File: config.mk
export PLATFORM = sky130hd
export DESIGN_NAME = exc_entry_ctrl
export DESIGN_NICKNAME = d
export VERILOG_FILES = /design/src/rtl/exc_pkg.sv /design/src/rtl/exc_stage_qual.sv /design/src/rtl/exc_prio_arb.sv /design/src/rtl/exc_link_calc.sv /design/src/rtl/exc_entry_ctrl.sv
export SDC_FILE = /design/constraint.sdc
export NUM_CORES = 1
export LEC_CHECK = 0
export ABC_AREA = 1
export BUFFER_PORTS_ARGS = -buffer_cell sky130_fd_sc_hd__buf_2
export CORE_ASPECT_RATIO = 1.75
export CORE_UTILIZATION = 52
export DETAILED_ROUTE_END_ITERATION = 12
export PLACE_DENSITY = 0.86
export SKIP_LAST_GASP = 1
export SYNTH_ARGS = -nofsm -noshare
export SYNTH_HDL_FRONTEND = slang
export SYNTH_SLANG_ARGS = --single-unit
File: constraint.sdc
create_clock -name clk -period 3.4 [get_ports clk]
set_input_delay 0.34 -clock clk [delete_from_list [all_inputs] [get_ports clk]]
set_output_delay 0.34 -clock clk [all_outputs]
set_load 0.005 [all_outputs]
File: src/rtl/exc_pkg.sv
package exc_pkg;

    // cause codes reported on cause_o
    typedef enum logic [2:0] {
        CS_NONE = 3'd0,
        CS_DABT = 3'd1,
        CS_PABT = 3'd2,
        CS_BL   = 3'd3,
        CS_IRQ  = 3'd4,
        CS_SWI  = 3'd5
    } cause_e;

    // controller states
    typedef enum logic [0:0] {
        ST_RUN    = 1'b0,
        ST_REFILL = 1'b1
    } ctl_st_e;

    // number of flushable stages and their bit positions
    localparam int NFL     = 4;
    localparam int FL_FET  = 0;
    localparam int FL_DEC  = 1;
    localparam int FL_EXE  = 2;
    localparam int FL_MEM  = 3;

    // number of competing events
    localparam int NEVT = 5;

    // qualified events, one bit each, in priority order (MSB wins)
    typedef struct packed {
        logic dabt;
        logic pabt;
        logic bl;
        logic irq;
        logic swi;
    } evt_s;

endpackage

File: src/rtl/exc_stage_qual.sv
module exc_stage_qual
    import exc_pkg::*;
(
    input  logic       rst_n,
    input  logic       irq_i,
    input  logic       dabt_m_i,
    input  logic       pabt_e_i,
    input  logic       swi_d_i,
    input  logic       bl_e_i,
    input  logic       d_vld_i,
    input  logic       e_vld_i,
    input  logic       m_vld_i,
    input  logic [2:0] bubble_i,   // [0] decode, [1] execute, [2] memory squashed
    input  logic       irq_hold_i,
    output evt_s       evt_o
);

    logic d_live;
    logic e_live;
    logic m_live;

    always_comb begin
        d_live = rst_n && d_vld_i && !bubble_i[0];
        e_live = rst_n && e_vld_i && !bubble_i[1];
        m_live = rst_n && m_vld_i && !bubble_i[2];

        evt_o.dabt = dabt_m_i && m_live;
        evt_o.pabt = pabt_e_i && e_live;
        evt_o.bl   = bl_e_i   && e_live;
        evt_o.irq  = irq_i    && e_live && !irq_hold_i;
        evt_o.swi  = swi_d_i  && d_live;
    end

endmodule

File: src/rtl/exc_prio_arb.sv
module exc_prio_arb
    import exc_pkg::*;
(
    input  evt_s   evt_i,
    output cause_e cause_o
);

    localparam cause_e ORDER [NEVT] = '{CS_SWI, CS_IRQ, CS_BL, CS_PABT, CS_DABT};

    logic [NEVT-1:0] req;
    cause_e          pick [NEVT+1];

    assign req     = evt_i;
    assign pick[0] = CS_NONE;

    // ripple from lowest to highest priority; a higher bit overrides
    for (genvar g = 0; g < NEVT; g++) begin : g_chain
        assign pick[g+1] = req[g] ? ORDER[g] : pick[g];
    end

    assign cause_o = pick[NEVT];

endmodule

File: src/rtl/exc_link_calc.sv
module exc_link_calc
    import exc_pkg::*;
#(
    parameter int            AW       = 32,
    parameter logic [AW-1:0] VEC_SWI  = 'h08,
    parameter logic [AW-1:0] VEC_PABT = 'h0C,
    parameter logic [AW-1:0] VEC_DABT = 'h10,
    parameter logic [AW-1:0] VEC_IRQ  = 'h18
) (
    input  cause_e          cause_i,
    input  logic            cmode_i,
    input  logic [AW-1:0]   d_pc_i,
    input  logic [AW-1:0]   e_pc_i,
    input  logic [AW-1:0]   m_pc_i,
    input  logic [AW-1:0]   bl_tgt_i,
    output logic [AW-1:0]   link_o,
    output logic [AW-1:0]   target_o,
    output logic [NFL-1:0]  flush_o
);

    localparam logic [AW-1:0] STEP_FULL = AW'(4);
    localparam logic [AW-1:0] STEP_HALF = AW'(2);
    localparam logic [AW-1:0] AHEAD     = AW'(8);   // read-PC offset for faulting accesses
    localparam logic [AW-1:0] WORD      = AW'(4);

    localparam logic [NFL-1:0] FL_FRONT = NFL'(2'b11);
    localparam logic [NFL-1:0] FL_TOEXE = NFL'(3'b111);
    localparam logic [NFL-1:0] FL_ALL   = {NFL{1'b1}};

    logic [AW-1:0] step;

    assign step = cmode_i ? STEP_HALF : STEP_FULL;

    always_comb begin
        link_o   = '0;
        target_o = '0;
        flush_o  = '0;
        unique case (cause_i)
            CS_DABT: begin
                link_o   = m_pc_i + AHEAD;
                target_o = VEC_DABT;
                flush_o  = FL_ALL;
            end
            CS_PABT: begin
                link_o   = e_pc_i + WORD;
                target_o = VEC_PABT;
                flush_o  = FL_TOEXE;
            end
            CS_BL: begin
                link_o   = e_pc_i + step;
                target_o = bl_tgt_i;
                flush_o  = FL_FRONT;
            end
            CS_IRQ: begin
                link_o   = e_pc_i + step + WORD;
                target_o = VEC_IRQ;
                flush_o  = FL_FRONT;
            end
            CS_SWI: begin
                link_o   = d_pc_i + step;
                target_o = VEC_SWI;
                flush_o  = FL_FRONT;
            end
            CS_NONE: begin
                link_o   = '0;
                target_o = '0;
                flush_o  = '0;
            end
            default: begin
                link_o   = '0;
                target_o = '0;
                flush_o  = '0;
            end
        endcase
    end

endmodule

File: src/rtl/exc_entry_ctrl.sv
module exc_entry_ctrl
    import exc_pkg::*;
#(
    parameter int            AW         = 32,
    parameter int            REFILL_CYC = 3,
    parameter logic [AW-1:0] VEC_SWI    = 'h08,
    parameter logic [AW-1:0] VEC_PABT   = 'h0C,
    parameter logic [AW-1:0] VEC_DABT   = 'h10,
    parameter logic [AW-1:0] VEC_IRQ    = 'h18
) (
    input  logic          clk,
    input  logic          rst_n,
    input  logic          cmode_i,
    input  logic          irq_i,
    input  logic          dabt_m_i,
    input  logic          pabt_e_i,
    input  logic          swi_d_i,
    input  logic          bl_e_i,
    input  logic [AW-1:0] bl_tgt_i,
    input  logic          d_vld_i,
    input  logic          e_vld_i,
    input  logic          m_vld_i,
    input  logic [AW-1:0] d_pc_i,
    input  logic [AW-1:0] e_pc_i,
    input  logic [AW-1:0] m_pc_i,
    output logic          redir_o,
    output logic [AW-1:0] redir_pc_o,
    output logic [3:0]    flush_o,
    output logic          link_we_o,
    output logic [AW-1:0] link_o,
    output logic [2:0]    cause_o
);

    localparam int            CW       = (REFILL_CYC < 2) ? 1 : $clog2(REFILL_CYC);
    localparam logic [CW-1:0] CNT_LOAD = CW'(REFILL_CYC - 1);

    ctl_st_e        st_q, st_d;
    logic [CW-1:0]  cnt_q, cnt_d;
    logic [2:0]     bub_q, bub_d;

    evt_s           evt;
    cause_e         cause;
    logic [AW-1:0]  link_w;
    logic [AW-1:0]  tgt_w;
    logic [NFL-1:0] flush_w;
    logic           take;
    logic           exc_entry;
    logic           irq_hold;

    assign irq_hold  = (st_q == ST_REFILL);
    assign take      = (cause != CS_NONE);
    assign exc_entry = take && (cause != CS_BL);

    exc_stage_qual u_qual (
        .rst_n      (rst_n),
        .irq_i      (irq_i),
        .dabt_m_i   (dabt_m_i),
        .pabt_e_i   (pabt_e_i),
        .swi_d_i    (swi_d_i),
        .bl_e_i     (bl_e_i),
        .d_vld_i    (d_vld_i),
        .e_vld_i    (e_vld_i),
        .m_vld_i    (m_vld_i),
        .bubble_i   (bub_q),
        .irq_hold_i (irq_hold),
        .evt_o      (evt)
    );

    exc_prio_arb u_arb (
        .evt_i   (evt),
        .cause_o (cause)
    );

    exc_link_calc #(
        .AW       (AW),
        .VEC_SWI  (VEC_SWI),
        .VEC_PABT (VEC_PABT),
        .VEC_DABT (VEC_DABT),
        .VEC_IRQ  (VEC_IRQ)
    ) u_link (
        .cause_i  (cause),
        .cmode_i  (cmode_i),
        .d_pc_i   (d_pc_i),
        .e_pc_i   (e_pc_i),
        .m_pc_i   (m_pc_i),
        .bl_tgt_i (bl_tgt_i),
        .link_o   (link_w),
        .target_o (tgt_w),
        .flush_o  (flush_w)
    );

    // next-state logic
    always_comb begin
        st_d  = st_q;
        cnt_d = cnt_q;
        // a flushed stage k leaves a bubble in stage k+1 next cycle
        bub_d = take ? flush_w[FL_EXE:FL_FET] : 3'b000;
        unique case (st_q)
            ST_RUN: begin
                if (exc_entry) begin
                    st_d  = ST_REFILL;
                    cnt_d = CNT_LOAD;
                end
            end
            ST_REFILL: begin
                if (exc_entry) begin
                    st_d  = ST_REFILL;
                    cnt_d = CNT_LOAD;
                end else if (cnt_q == '0) begin
                    st_d  = ST_RUN;
                end else begin
                    cnt_d = cnt_q - CW'(1);
                end
            end
            default: begin
                st_d  = ST_RUN;
                cnt_d = '0;
            end
        endcase
    end

    // state register
    always_ff @(posedge clk) begin
        if (!rst_n) begin
            st_q  <= ST_RUN;
            cnt_q <= '0;
            bub_q <= 3'b000;
        end else begin
            st_q  <= st_d;
            cnt_q <= cnt_d;
            bub_q <= bub_d;
        end
    end

    // outputs
    always_comb begin
        redir_o    = take;
        link_we_o  = take;
        redir_pc_o = tgt_w;
        link_o     = link_w;
        flush_o    = flush_w;
        cause_o    = cause;
    end

endmodule

==> results.md, run 1 <==
- Total CTS buffers: 3
- RSZ-0062 raised after global routing: yes
- Worst EP arrival: 2900 ps
- Crit. End Element: output port
- Clock root cell: clkbuf_16
- Cell accounting for the most synthesized area: nand2_1
- H-Tree Depth: 1
- Combinational Power Share: 0.722
- Maximum Capacitance Violations: 0
- DRT Wirelength: approximately 23,000 um
- Worst r2r src: bub_q[2]$_SDFF_PN0_
- Internal power: between 0.4 and 0.5 mW
- Core Region: slightly above 10,000 um2
- Area contributors post-synth: nand2_1 (27%), nor2_1 (11%), nand3_1 (11%)
- Syn Inst Count: 1,153
- Worst-skew pair later-pin latency: between 200 and 250 ps
- Rows: roughly 50
- Die Area: approximately 11,000 um2
- Main flop type after synthesis: dfxtp_1
- Starting Density: 0.5357
- Max Root-Sink Buffers: 2
- # DRC: 0
- Dpl ws: 27.04 ps
- Die Wd: approximately 80 um
- Outcome: finished clean
- Worst slew pin tran: around 760 ps
- Critical path capture point: link_o[31]
- Antenna violations before repair: 0
- Commonest non-fill, non-tap cell in the layout: nand2_1
- YS warnings: 0
- Reg2reg path depth: 11
- CP Cell Sequence: buf_2 > ha_2 > inv_1 > fa_2 > nor2_4 > nand3_1 > nand2_1 > nand2_1 > o21ai_2 > nand2_1 > nor2_1 > nand2_1 > nor2_1 > buf_4 > nand3_1 > nand3_1 > nand2_1 > buf_2
- # hold bufs at CTS: 0
- Share of the yosys chip area belonging to registers: 0.01814
- Clock Sinks: 5
- Startpoint Class: input port
- Crit path top cell by count: nand2_1
- Tmin final: between 3000 and 4000 ps
- Commonest non-fill, non-tap cells in the layout: nand2_1 (394), buf_2 (211), inv_1 (157), nor2_1 (157), nand3_1 (118)
- Critical Path RT: around 3100 ps
- Overflow after GRT: 0
- Leakage: slightly below 4 nW
- CTS tree: built
- Worst reg2reg endpoint: cnt_q[1]$_SDFFE_PN0P_
- Largest net degree at the start of global routing: 41
- Global-route wire length before repair: around 36,000 um
- DP HPWL: approximately 19,000 um
- CP max FO: 5
- HP Class: input port to register
- Drt wl/cell: ~16 um
- Worst R2R Setup Slack: between 1000 and 1500 ps
- DRT antenna net count: 0
- Worst Clk Skew: between 1.5 and 2 ps
- Crit Path Category: input port to output port
- CP startpoint: cmode_i
- Synth unique cells: 47
- Slowest-stage cell, CP: fa_2
- Psw: roughly 0.49 mW
- Pins Over Slew Limit: 0
- Vias: about 8.3k
- Post-layout nets: ~1.5k
- Mean Syn Cell Area: ~4.8 um2
- IO buf count: between 200 and 250
- CTS clock-pin slew for the worst setup and hold paths: around 30 ps
- Layout area overhead: 25.46%
- Vias/cell: ~5.5
- Starting DRT DRC Count: a little under 600
- Post_cts resized: 0
- Worst rel slew slack: 0.4857
- Peak VDD IR: roughly 280 uV
- Vias in the first global route: ~7.5k
- F_max: 0.3084 GHz
- Number of synthesized flops with an enable pin: 0
- DRT Pass-1 Iters: 6
- Final Setup Violations: 0
- Top-area cell type share of the netlist area: 0.2701
- PwrDens: between 100 and 150 nW/um2
- IO Count: between 200 and 250
- CP delay by family, top: simple AND/OR/NAND/NOR gates
- Critical path buffers and inverters: 4
- ANT cells: 0
- Sequential share of power: 0.073
- WP depth: 18
- Post-CTS Setup Inserts: 0
- Asr flop ratio synth: 0
- Max stage delay on crit path: approximately 400 ps
- Hold Fails Final Rpt: 0
- Routability Congestion: 1.044
- Clk pwr share: 0.206
- Global Route Usage Sum: 0.4137
- Chip height: 138.3 um
- Min Hold Slack: between 400 and 500 ps
- FF+latch count, synth: 5
- Final period utilization: 0.9538
- Post-Syn Area: 5518 um2
- Switching Share: 0.5088
- PnR worst setup slack: roughly 160 ps
- # fillers: between 1k and 1.5k
- Post-Syn Nets: around 1.3k
- Share of cells above drive strength 1: 0.2498
==> power by group through the flow <==
stage / Combinational (mW) / Sequential, mW / Clock [mW]
after CTS: 0.667 / 0.0695 / 0.197
after detailed placement: 0.662 / 0.0700 / 0
after floorplan: 0.395 / 0.0692 / 0
final: 0.691 / 0.0695 / 0.197
after global placement: 0.654 / 0.0697 / 0
after global routing: 0.759 / 0.0701 / 0.202
==> worst min path at each step <==
stage	start	endpoint	slack, ps	depth (start not counted)
finish	rst_n	irq_hold$_SDFF_PN0_	450	3
global placement	cnt_q[0]$_SDFFE_PN0P_	cnt_q[0]$_SDFFE_PN0P_	440	1
global route	rst_n	irq_hold$_SDFF_PN0_	480	3
floorplan	cnt_q[0]$_SDFFE_PN0P_	cnt_q[0]$_SDFFE_PN0P_	430	1
detailed placement	cnt_q[0]$_SDFFE_PN0P_	cnt_q[0]$_SDFFE_PN0P_	460	1
CTS	rst_n	irq_hold$_SDFF_PN0_	450	3
==> metal layers <==
layer | track usage | vias to the layer above | share of wire
li1 | - | 4091 | -
met1 | 0.4491 | 3614 | 0.36
met2 | 0.7490 | 454 | 0.51
met3 | 0.03234 | 105 | 0.062
met4 | 0.2547 | 0 | 0.071
met5 | 0 | - | 0
==> kinds of logic (layout without fill, tap and decap cells) <==
group / Yosys count / in the layout / share of synthesized area
AOI/OAI and AO/OA: 96 / 96 / 0.1052
xor gates and xnor gates: 24 / 24 / 0.03810
adders and majority gates: 9 / 9 / 0.02313
DFF: 5 / 5 / 0.01814
and+or+nand+nor: 823 / 823 / 0.6714
buffers and inverters: 196 / 408 / 0.1440
==> sequential cells by signal, summed over array words and instances, names as in the netlist <==
signal	cells
irq_hold	1
bub_q	2
cnt_q	2
==> worst min-delay path, cell delays in order <==
cell,delay [ps]
buf_2,160
inv_1,80
a21oi_1,40
==> Yosys cell counts (9+ instances only) <==
master,n
nor2_2,20
xnor2_1,9
nand4_1,26
o21ai_1,14
xor2_1,15
or2_2,12
inv_2,10
inv_1,158
nor4_1,12
nand3_1,120
nor2_1,161
nor2_4,10
o21ai_0,28
nor3_1,29
clkbuf_1,10
a21oi_1,22
nand2_2,16
nand2_1,397
==> metrics by stage <==
step | total power, mW | setup TNS, ps | utilization | instances | area (um2)
floorplan | 0.4639 | 0 | - | 1153 | 5518
global placement | 0.7240 | 0 | 0.6577 | 1488 | 6774
detailed placement | 0.7319 | 0 | 0.6577 | 1488 | 6774
CTS | 0.9333 | 0 | 0.6653 | 1492 | 6853
global route | 1.030 | -110.6 | 0.6721 | 1492 | 6923
finish | 0.9572 | 0 | 0.6721 | 1492 | 6923
==> area by class of cell <==
cell class	count	area, um2	area share
multi-input combinational	952	4691	0.6776
tap	127	158.9	0.02295
inverter	170	640.6	0.09254
sequential	5	100.1	0.01446
clock buffer	4	78.83	0.01139
timing repair buffer	234	1254	0.1811
Note: power is estimated with default switching activity, not from simulation.
==> run 2: changes to the inputs <==
CORE_UTILIZATION = 56   (was 52)
PLACE_DENSITY = 0.92   (was 0.86)
SYNTH_HIERARCHICAL = 1   (was unset)
clock period = 3.8 ns   (was 3.4 ns; I/O delays follow)
==> results.md, run 2 <==
- Outcome: finished clean
- Crit path top cell by count: nand2_1
- Starting Density: 0.5755
- PwrDens: approximately 150 nW/um2
- Asr flop ratio synth: 0
- Slowest-stage cell, CP: nor2_1
- Share of cells above drive strength 1: 0.2077
- DRT Wirelength: about 23,000 um
- PnR worst setup slack: approximately 180 ps
- CP max FO: 41
- Vias/cell: a little under 6
- Share of the yosys chip area belonging to registers: 0.02204
- Vias in the first global route: a little under 8k
- H-Tree Depth: 1
- Post-layout nets: roughly 1.5k
- IO buf count: ~210
- # DRC: 0
- F_max: between 0.2 and 0.3 GHz
- Global-route wire length before repair: about 35,000 um
- Maximum Capacitance Violations: 0
- Critical Path RT: 3420 ps
- Final period utilization: 0.9521
- Pins Over Slew Limit: 0
- Worst slew pin tran: about 1100 ps
- Top-area cell type share of the netlist area: 0.2680
- Max stage delay on crit path: approximately 320 ps
- Post-Syn Nets: 1,326
- CP Cell Sequence: inv_1 > nand3_2 > nor2_2 > inv_1 > nand2_1 > nand2_1 > nand2_1 > nand2_2 > inv_4 > nand3_4 > inv_4 > buf_12 > nand3_1 > nand2_1 > nand2_1 > nor2_1 > nand2_1 > nor2_1 > nand3_1 > nand2_1 > nand3_1 > a21oi_1 > buf_2
- Psw: around 0.53 mW
- Global Route Usage Sum: 0.4332
- HP Class: input port to register
- Number of synthesized flops with an enable pin: 0
- Rows: 47
- Critical path buffers and inverters: 6
- Layout area overhead: 25.24%
- Crit. End Element: output port
- Area contributors post-synth: nand2_1 (27%), nand3_1 (14%), inv_1 (12%)
- FF+latch count, synth: 6
- Total CTS buffers: 3
- Syn Inst Count: around 1.2k
- Startpoint Class: register
- Largest net degree at the start of global routing: 42
- Clock Sinks: 6
- Max Root-Sink Buffers: 2
- Crit Path Category: register to output port
- Die Wd: ~77 um
- Routability Congestion: ~1.0
- Most frequent cell after synthesis: nand2_1
- Commonest non-fill, non-tap cell in the layout: nand2_1
- Peak VDD IR: 227.1 uV
- Post-Syn Area: roughly 5400 um2
- CTS tree: built
- Synth unique cells: 47
- Main flop type after synthesis: dfxtp_1
- Fin util: 0.7208
- Dpl ws: roughly 170 ps
- Worst-skew pair later-pin latency: about 230 ps
- Worst EP arrival: around 3200 ps
- Vias: 8,713
- Cell accounting for the most synthesized area: nand2_1
- IO Count: between 200 and 250
- Clk pwr share: 0.171
- DRT antenna net count: 0
- Antenna violations before repair: 0
- CP delay by family, top: simple AND/OR/NAND/NOR gates
- CTS clock-pin slew for the worst setup and hold paths: ~30 ps
- Starting DRT DRC Count: 761
- Commonest non-fill, non-tap cells in the layout: nand2_1 (388), buf_2 (211), inv_1 (179), nor2_1 (167), nand3_1 (146)
- Max reg flops: 3
- Overflow after GRT: 0
- Worst rel slew slack: 0.2915
- Drt wl/cell: around 15 um
- Internal power: between 0.4 and 0.5 mW
- YS warnings: 6
- Hold Fails Final Rpt: 0
- DRT Pass-1 Iters: 8
- Mean Syn Cell Area: 4.630 um2
- Chip height: 132.5 um
- ANT cells: 0
- DP HPWL: between 15,000 and 20,000 um
- Sequential share of power: 0.072
- Core Region: around 9500 um2
- Commonest cells in the netlist: nand2_1 (389), inv_1 (179), nor2_1 (169)
- Clock root cell: clkbuf_16
- Tmin final: between 3000 and 4000 ps
- Die Area: between 10,000 and 15,000 um2
- Leakage: 3.769 nW
- Final Setup Violations: 0
- Combinational Power Share: 0.757
- Most flops, register: bub_q
- Worst Clk Skew: ~1.4 ps
- Switching Share: 0.5263
-- run 2: cell count changes in the layout (fill, tap and decap cells not counted), moves of 10 or more --
| cell | previous run | this run |
|---|---|---|
| nand3_1 | 118 | 146 |
| inv_1 | 157 | 179 |
| o21ai_0 | 28 | 47 |
| a21oi_1 | 22 | 39 |
| nand2_2 | 19 | 8 |
| o21ai_1 | 14 | 3 |
| nor2_1 | 157 | 167 |
| nor2_2 | 20 | 10 |
-- run 2: worst reg2reg max path: cells and delay by family, from the launching register on --
family,cells,cell delay [ps]
AND/OR/NAND/NOR,8,1030
buffers and inverters,6,560
flip-flops,1,290
-- run 2: kinds of logic after synthesis --
group,share of synthesized area
xor+xnor,0.02090
compound gates,0.1520
simple gates,0.6280
fa+ha+maj,0.02572
flops,0.02204
buf+inv,0.1513
-- run 2: final timing paths --
| check | end | cells past startpoint | slack (ps) | start |
|---|---|---|---|---|
| min | cnt_q[0]$_SDFFE_PN0P_ | 3 | 470 | rst_n |
| max reg2reg | bub_q[2]$_SDFF_PN0_ | 14 | 1860 | bub_q[1]$_SDFF_PN0_ |
| min reg2reg | cnt_q[0]$_SDFFE_PN0P_ | 2 | 540 | cnt_q[0]$_SDFFE_PN0P_ |
| max | link_o[29] | 23 | 180 | bub_q[1]$_SDFF_PN0_ |
-- run 2: final cells by class --
cell class	instances	area, um2
multi-input cells	956	4554
inverters	188	710.7
flip-flops and latches	6	120.1
repair buffers	229	1211
well taps	122	152.6
fillers	930	2644
clock buffers	3	75.07
-- run 2: through the flow --
| stage | power [mW] | hold WS [ps] | TNS (ps) | area, um2 | std cells |
|---|---|---|---|---|---|
| finish | 1.010 | 470.2 | 0 | 6824 | 1504 |
| global route | 1.086 | 490.3 | -566.0 | 6824 | 1504 |
| CTS | 0.9749 | 469.4 | 0 | 6749 | 1501 |
| detailed placement | 0.7986 | 511.7 | 0 | 6674 | 1498 |
| global placement | 0.7881 | 494.0 | 0 | 6674 | 1498 |
| floorplan | 0.5095 | 479.1 | 0 | 5449 | 1177 |
-- run 2: layer usage --
layer  GRT usage  up-vias  routed length (um)
met5           0        -                   0
met2      0.8168      589               11450
met1      0.4383     3781                7894
met3     0.03103      156                1907
met4      0.3173        0                2031
li1            -     4187                   -
-- run 2: power groups by stage --
stage / Combinational [mW] / Clock (mW) / Sequential [mW]
finish: 0.765 / 0.172 / 0.0730
global route: 0.837 / 0.176 / 0.0732
floorplan: 0.437 / 0 / 0.0729
CTS: 0.731 / 0.171 / 0.0730
detailed placement: 0.725 / 0 / 0.0735
global placement: 0.715 / 0 / 0.0732
-- run 2: what timing repair did --
item,4_1_cts,5_1_grt
resized for setup,0,15
setup endpoints to repair,0,21
buffers inserted,0,3
hold buffers,0,0
